### src/rtl/irq_page_pkg.sv
package irq_page_pkg;

  localparam int REG_W       = 16;
  localparam int PAGE_FIELD_W = 4;

  // Bit positions decoded by software; fixed by the register layout.
  localparam int STATUS_BIT     = 15;
  localparam int GPIO_CAUSE_BIT = 13;
  localparam int SENSE_CAUSE_BIT = 12;
  localparam int SENSE_CTL_BIT  = 11;
  localparam int IRQ_EN_BIT     = 10;

  // Strobes from the control decode to the datapath registers.
  typedef struct packed {
    logic clrStatus;   // write-one-to-clear on the status flag
    logic gpioHit;     // record a GPIO cause
    logic senseHit;    // record a sense cause (event or completion)
    logic senseFinish; // running sense cycle has completed
    logic senseGo;     // launch a sense cycle
    logic senseStop;   // abort the running sense cycle
    logic enLoad;      // load the interrupt enable
    logic enVal;       // value for the interrupt enable
    logic pageLoad;    // page number accepted
  } ctlStrobes_t;

endpackage

### src/rtl/irq_page_ctl.sv
module irq_page_ctl
  import irq_page_pkg::*;
#(
  parameter int NUM_PAGES = 2
) (
  input  logic                    regWrEn,
  input  logic                    wrClr,
  input  logic                    wrSense,
  input  logic                    wrEn,
  input  logic [PAGE_FIELD_W-1:0] wrPage,
  input  logic                    gpioEvent,
  input  logic                    senseEvent,
  input  logic                    senseDone,
  input  logic                    senseBusy,
  output ctlStrobes_t             stb
);

  localparam int PAGE_CNT_W = PAGE_FIELD_W + 1;
  localparam logic [PAGE_CNT_W-1:0] PAGE_LIMIT = PAGE_CNT_W'(NUM_PAGES);

  logic finish;
  logic pageOk;

  always_comb begin
    finish = senseDone & senseBusy;
    pageOk = ({1'b0, wrPage} < PAGE_LIMIT);

    stb.clrStatus   = regWrEn & wrClr;
    stb.gpioHit     = gpioEvent;
    stb.senseHit    = senseEvent | finish;
    stb.senseFinish = finish;
    // Completion outranks any same-cycle write to the sense control.
    stb.senseGo     = regWrEn & wrSense & ~senseBusy & ~finish;
    stb.senseStop   = regWrEn & ~wrSense & senseBusy & ~finish;
    stb.enLoad      = regWrEn;
    stb.enVal       = wrEn;
    stb.pageLoad    = regWrEn & pageOk;
  end

endmodule

### src/rtl/irq_page_dp.sv
module irq_page_dp
  import irq_page_pkg::*;
#(
  parameter int NUM_PAGES = 2
) (
  input  logic                    clk,
  input  logic                    rst_n,
  input  ctlStrobes_t             stb,
  input  logic [PAGE_FIELD_W-1:0] wrPage,
  output logic                    status,
  output logic                    causeGpio,
  output logic                    causeSense,
  output logic                    senseBusy,
  output logic                    irqEn,
  output logic [PAGE_FIELD_W-1:0] page,
  output logic                    startQ,
  output logic                    abortQ
);

  always_ff @(posedge clk or negedge rst_n) begin
    if (!rst_n) begin
      status     <= 1'b0;
      causeGpio  <= 1'b0;
      causeSense <= 1'b0;
      senseBusy  <= 1'b0;
      irqEn      <= 1'b0;
      page       <= '0;
      startQ     <= 1'b0;
      abortQ     <= 1'b0;
    end else begin
      // New events outrank a same-cycle clear.
      status     <= (status & ~stb.clrStatus) | stb.gpioHit | stb.senseHit;
      causeGpio  <= (causeGpio & ~stb.clrStatus) | stb.gpioHit;
      causeSense <= (causeSense & ~stb.clrStatus) | stb.senseHit;
      if (stb.senseFinish || stb.senseStop) begin
        senseBusy <= 1'b0;
      end else if (stb.senseGo) begin
        senseBusy <= 1'b1;
      end
      if (stb.enLoad) begin
        irqEn <= stb.enVal;
      end
      if (stb.pageLoad) begin
        page <= wrPage;
      end
      startQ <= stb.senseGo;
      abortQ <= stb.senseStop;
    end
  end

  // a set status flag always carries a cause.
  assert_cause_present_R3: assert property (@(posedge clk) disable iff (!rst_n)
    status |-> (causeGpio || causeSense));

  // a clear with no competing event empties flag and causes.
  assert_clear_empties_R3: assert property (@(posedge clk) disable iff (!rst_n)
    (stb.clrStatus && !stb.gpioHit && !stb.senseHit) |=> (!status && !causeGpio && !causeSense));

  // a GPIO event is recorded at the next edge.
  assert_gpio_records_R2: assert property (@(posedge clk) disable iff (!rst_n)
    stb.gpioHit |=> (status && causeGpio));

  // an event colliding with a clear survives it.
  assert_event_beats_clear_R4: assert property (@(posedge clk) disable iff (!rst_n)
    (stb.clrStatus && stb.senseHit) |=> (status && causeSense));

  // a launch pulse is accompanied by a running cycle.
  assert_start_running_R5: assert property (@(posedge clk) disable iff (!rst_n)
    startQ |-> senseBusy);

  // an abort pulse follows a running cycle and leaves it stopped.
  assert_abort_stops_R6: assert property (@(posedge clk) disable iff (!rst_n)
    abortQ |-> (!senseBusy && $past(senseBusy)));

  // completion ends the cycle and records a sense cause.
  assert_finish_records_R7: assert property (@(posedge clk) disable iff (!rst_n)
    stb.senseFinish |=> (!senseBusy && causeSense && status && !startQ && !abortQ));

  // the selector never holds an unimplemented page.
  assert_page_legal_R9: assert property (@(posedge clk) disable iff (!rst_n)
    int'(page) < NUM_PAGES);

endmodule

### src/rtl/irq_page_ctrl.sv
module irq_page_ctrl
  import irq_page_pkg::*;
#(
  parameter int NUM_PAGES = 2
) (
  input  logic        clk,
  input  logic        rst_n,
  input  logic        regWrEn,
  input  logic [15:0] regWrData,
  output logic [15:0] regRdData,
  input  logic        gpioEvent,
  input  logic        senseEvent,
  input  logic        senseDone,
  output logic        irqOut,
  output logic        senseStart,
  output logic        senseAbort,
  output logic [3:0]  pageSel
);

  ctlStrobes_t             stb;
  logic                    status;
  logic                    causeGpio;
  logic                    causeSense;
  logic                    senseBusy;
  logic                    irqEn;
  logic [PAGE_FIELD_W-1:0] page;
  logic                    unusedWrBits;

  // Reserved and read-only positions are not decoded on write.
  assign unusedWrBits = ^{regWrData[14:12], regWrData[9:4]};

  irq_page_ctl #(.NUM_PAGES(NUM_PAGES)) ctl_i (
    .regWrEn    (regWrEn),
    .wrClr      (regWrData[STATUS_BIT]),
    .wrSense    (regWrData[SENSE_CTL_BIT]),
    .wrEn       (regWrData[IRQ_EN_BIT]),
    .wrPage     (regWrData[PAGE_FIELD_W-1:0]),
    .gpioEvent  (gpioEvent),
    .senseEvent (senseEvent),
    .senseDone  (senseDone),
    .senseBusy  (senseBusy),
    .stb        (stb)
  );

  irq_page_dp #(.NUM_PAGES(NUM_PAGES)) dp_i (
    .clk        (clk),
    .rst_n      (rst_n),
    .stb        (stb),
    .wrPage     (regWrData[PAGE_FIELD_W-1:0]),
    .status     (status),
    .causeGpio  (causeGpio),
    .causeSense (causeSense),
    .senseBusy  (senseBusy),
    .irqEn      (irqEn),
    .page       (page),
    .startQ     (senseStart),
    .abortQ     (senseAbort)
  );

  always_comb begin
    regRdData                  = '0;
    regRdData[STATUS_BIT]      = status;
    regRdData[GPIO_CAUSE_BIT]  = causeGpio;
    regRdData[SENSE_CAUSE_BIT] = causeSense;
    regRdData[SENSE_CTL_BIT]   = senseBusy;
    regRdData[IRQ_EN_BIT]      = irqEn;
    regRdData[PAGE_FIELD_W-1:0] = page;
  end

  assign irqOut  = status & irqEn;
  assign pageSel = page;

endmodule

### config.mk
export PLATFORM = sky130hd
export DESIGN_NAME = irq_page_ctrl
export DESIGN_NICKNAME = d
export VERILOG_FILES = /design/src/rtl/irq_page_pkg.sv /design/src/rtl/irq_page_ctl.sv /design/src/rtl/irq_page_dp.sv /design/src/rtl/irq_page_ctrl.sv
export SDC_FILE = /design/constraint.sdc
export NUM_CORES = 1
export LEC_CHECK = 0
export BUFFER_PORTS_ARGS = -buffer_cell sky130_fd_sc_hd__buf_2
export CAP_MARGIN = 10
export CORE_MARGIN = 5
export CORE_UTILIZATION = 39
export DETAILED_ROUTE_END_ITERATION = 6
export MAX_ROUTING_LAYER = met4
export PLACE_DENSITY = 0.81
export SLEW_MARGIN = 20
export SYNTH_ARGS = -nofsm -noshare
export SYNTH_HDL_FRONTEND = slang
export SYNTH_SLANG_ARGS = --single-unit
### constraint.sdc
create_clock -name clk -period 2.75 [get_ports clk]
set_clock_uncertainty 0.1 [all_clocks]
set_input_delay 0.1375 -clock clk [delete_from_list [all_inputs] [get_ports clk]]
set_output_delay 0.1375 -clock clk [all_outputs]
set_load 0.05 [all_outputs]
**Yosys cells after proc, flatten, opt, wreduce, memory -nomap -nowiden**

Cells that the tools add are included.

- Flip-flop bits (word level): 11
- Bits in latches: 0
- Memory bits (writable): 0
- Bits in read-only memories: 0
- Bits of input ports: 22
- Output and inout bits: 23
- Logic and storage cells: 35
- Memories kept: 0

- Add/subtract/negate cells: 0
- $mul: 0
- Divide/modulo/power cells: 0
- $lt $le $gt $ge: 1
- Equal/unequal tests: 0
- Shift-type cells: 0
- Multiplexer cells: 2
- Bitwise operators: 22
- Reduce and logical (&&, ||, !) cells: 2

Operators by type and width:

| kind | number |
|---|---|
| 1-bit bitwise AND | 13 |
| 1-bit bitwise OR | 5 |
| 4-bit by 2-bit less-than comparator with 1-bit output (second input constant) | 1 |
| 1-bit inverter | 4 |
| 1-bit two-way mux | 2 |
| 2-bit nonzero test | 1 |
| 1-bit logical OR | 1 |

**Logic depth before layout (Yosys ltp)**

- Depth in word-level cells: 6
- Mapped depth: 2
- Depth with buffers taken out: 2

**Modules after synthesis**

Synthesis repeated with hierarchy kept, for this count alone.

- Cells, all modules: 50
- Area, all modules: 584.3 um^2

Modules (own cells, without submodules):

| module | times used | cells each | area each (um^2) | sequential area each (um^2) |
|---|---|---|---|---|
| irq_page_dp | 1 | 22 | 367.9 | 275.3 |
| irq_page_ctrl | 1 | 18 | 130.1 | 0.0 |
| irq_page_ctl | 1 | 10 | 86.3 | 0.0 |

**Least setup slack after synthesis**

No wires, ideal clock.

- Kind: register -> output
- From: reg dp_i.page[1]
- To: out regRdData[1]
- Arrival time: 899 ps
- Required time: 2,513 ps
- Path slack: 1,614 ps
- Stages on the path, launching flop included: 2
- Path buffers: 1
- Path through: dfrtp_1 buf_4

RTL lines:

| item | RTL line | source |
|---|---|---|
| start: declaration | irq_page_dp.sv:15 | `output logic [PAGE_FIELD_W-1:0] page,` |
| start signal: assignment | irq_page_dp.sv:44 | `page <= wrPage;` |
| end: declaration | irq_page_ctrl.sv:10 | `output logic [15:0] regRdData,` |

No word-level cell between the ends.

**Final worst setup path**

- From: reg dp_i.irqEn
- To: out irqOut

- Longest elaborated chain between the ends: 1

RTL lines:

| item | RTL line | source |
|---|---|---|
| start: declaration | irq_page_dp.sv:14 | `output logic irqEn,` |
| start signal: assignment | irq_page_dp.sv:41 | `irqEn <= stb.enVal;` |
| 1-bit bitwise AND | irq_page_ctrl.sv:70 | `assign irqOut = status & irqEn;` |
| end: declaration | irq_page_ctrl.sv:14 | `output logic irqOut,` |

No other way between the ends.

==> reports/results.tsv <==
metric	value	unit
grt_setup_unrepaired	false	
average_detailed_routed_wire_length_per_instance	12.2	um
status	completed	
row_count	13	
hold_class	input port to flip-flop	
synth-seq-cells	11	
numCtsBuffers	3	
synth_top_area_share	50.5	%
grt_pass1_vias	392	
tritoncts	built	
met3WireLength	80	um
most_common_library_cells_after_synthesis	buf_4 (16), dfrtp_1 (11), and2b_1 (3)	
yosys_warnings	0	
cp-start-kind	flip-flop	
synthArstFlopShare	100	%
edff_count_synth	0	
post_layout_minimum_cycle_time	1.24	ns
dpl.hpwl	815	um
multi_input_area	173	um2
drt_pre_antenna_iters	4	
avgSynthCellArea	11.9	um2
htreeDepth	1	
final_net_count	98	
grt_max_degree	12	
fillCellCount	120	
drt_first_iter_violations	5	
fin_hold_ws	0.0471	ns
route.antenna.remaining_nets	0	
dr.max_layer_used	met3	
cp.arrival	1.01	ns
cts.path.max_buffers	2	
required	2.51	ns
setup_total_neg_slack	0	ns
leakage	0.000389	uW
postRouteWirelength	1100	um
via_count	382	
grt_use_total	10.5	%
io_pins	45	
ys_dominant_reg_cell	dfrtp_1	
cts_setup_buffers	0	
power_per_cell_area	593	nW/um2
cap_viol_max_count	0	
hold-path-cell-count	3	
critical_path_peak_fanout	3	
worstSkewPairLatency	0.26	ns
grt.overflow.total	0	
worstSetupEndpointType	output port	
hold_viol_final	0	
post_drt_via_cell_ratio	4.24	
ff2ff_path_depth	2	
place_congestion	0.589	
share_of_post_route_cells_with_drive_strength_above_1	44.0	%
cts.hold.buffers_added	7	
min-delay-start	regWrEn	
area.growth.synth_to_final	28.9	%
cts_sinks	11	
drc_errors	0	
r2r_start	dp_i.senseBusy$_DFFE_PN0P_	
wl_met2	597	um
setup_viol	0	
finalInstanceArea	703	um2
design.core.area	1320	um2
die_y	47.4	um
die-area	2250	um2
synth_top_cell_by_area	dfrtp_1	
yosys_cell_types	16	
vdd_drop_max	0.273	mV
wire_length_of_the_first_global_routing_pass	1570	um
ctsResizeCount	0	
n_antenna_cell	0	
synth.cell_area	546	um2
dpl-instance-area	607	um2
floorplan.initialDensity	41.4	%
number_of_max_slew_violations_in_the_final_report	0	
criticalPathCategory	flip-flop to output port	
clock.fmax	803	MHz
layout.area.seq	275	um2
antenna_found_initial	0	
synth_seq_area_share	50.5	%
detail_route.wirelength.met1	424	um
synthCells	46	
setup.worst_path.start	dp_i.irqEn$_DFFE_PN0P_	
buffers_on_ports	28	
cts.root.buffer_cell	clkbuf_4	
clock_pin_slew_reported_for_the_worst_setup_and_hold_paths_after_clock_tree_synthesis	0.07	ns
synth_area_leaders	dfrtp_1 (50%), buf_4 (22%), nor4b_4 (4.4%)	
synthMostInstantiatedCell	buf_4	
chipWidth	47.4	um
timing.final.crit_share	45.3	%
-- logic make-up after synthesis --
group | after synthesis | synth area share [%]
buffers and inverters | 16 | 22.0
muxes | 2 | 4.13
DFF | 11 | 50.5
AOI/OAI and AO/OA | 5 | 7.57
other | 1 | 0.687
and+or+nand+nor | 11 | 15.1
-- final timing paths --
kind	endpoint	slack [ns]
worst min register to register	dp_i.causeGpio$_DFF_PN0_	0.40
worst max register to register	dp_i.status$_DFF_PN0_	1.68
worst min-delay path	dp_i.startQ$_DFF_PN0_	0.05
max in group asynchronous	dp_i.page[0]$_DFFE_PN0P_	2.17
min in group asynchronous	dp_i.senseBusy$_DFFE_PN0P_	0.17
worst max-delay path	irqOut	1.51
-- layer usage --
| layer | GRT usage, % | vias up |
|---|---|---|
| li1 | - | 189 |
| met1 | 11.5 | 172 |
| met2 | 17.9 | 21 |
| met3 | 1.15 | 0 |
| met4 | 6.63 | 0 |
| met5 | - | - |
-- stage by stage --
step	cells	worst slack [ns]	utilization [%]	power (uW)
finish	90	1.51	53.4	417
floorplan	52	1.61	-	293
global route	90	1.44	53.4	438
global placement	79	1.58	46.1	303
CTS	90	1.49	53.4	423
detailed placement	79	1.58	46.1	305
-- flip-flops by register name (all words and copies together), names as in the netlist --
signal,flops
dp_i.senseBusy,1
dp_i.page,4
dp_i.abortQ,1
dp_i.status,1
dp_i.startQ,1
dp_i.causeGpio,1
dp_i.causeSense,1
dp_i.irqEn,1
-- placed cells by master (no fill, tap or decap), drive strengths merged, types with 2 or more instances in the layout --
cell         count
nand2            2
and2b            3
dlygate4sd3      7
mux2             2
nor2             2
a21o             2
buf             28
clkbuf           4
conb             7
dfrtp           11
-- critical path: stages, from the launching register on --
cell and delay (ns):
dfrtp_1 0.39, and2_1 0.15, buf_2 0.20
-- power breakdown --
part           total [uW]  switching, uW  internal (uW)
combinational         130           97.0           32.7
clock                 107           51.3           56.0
sequential            180           7.67            172
total                 417            156            261
-- final cells by class --
type | count | area share [%]
multi-input combinational | 25 | 24.6
clock buffer | 4 | 3.74
sequential | 11 | 39.1
tap | 15 | 2.67
timing repair buffer | 35 | 29.9
Note: power is estimated with default switching activity, not from simulation.
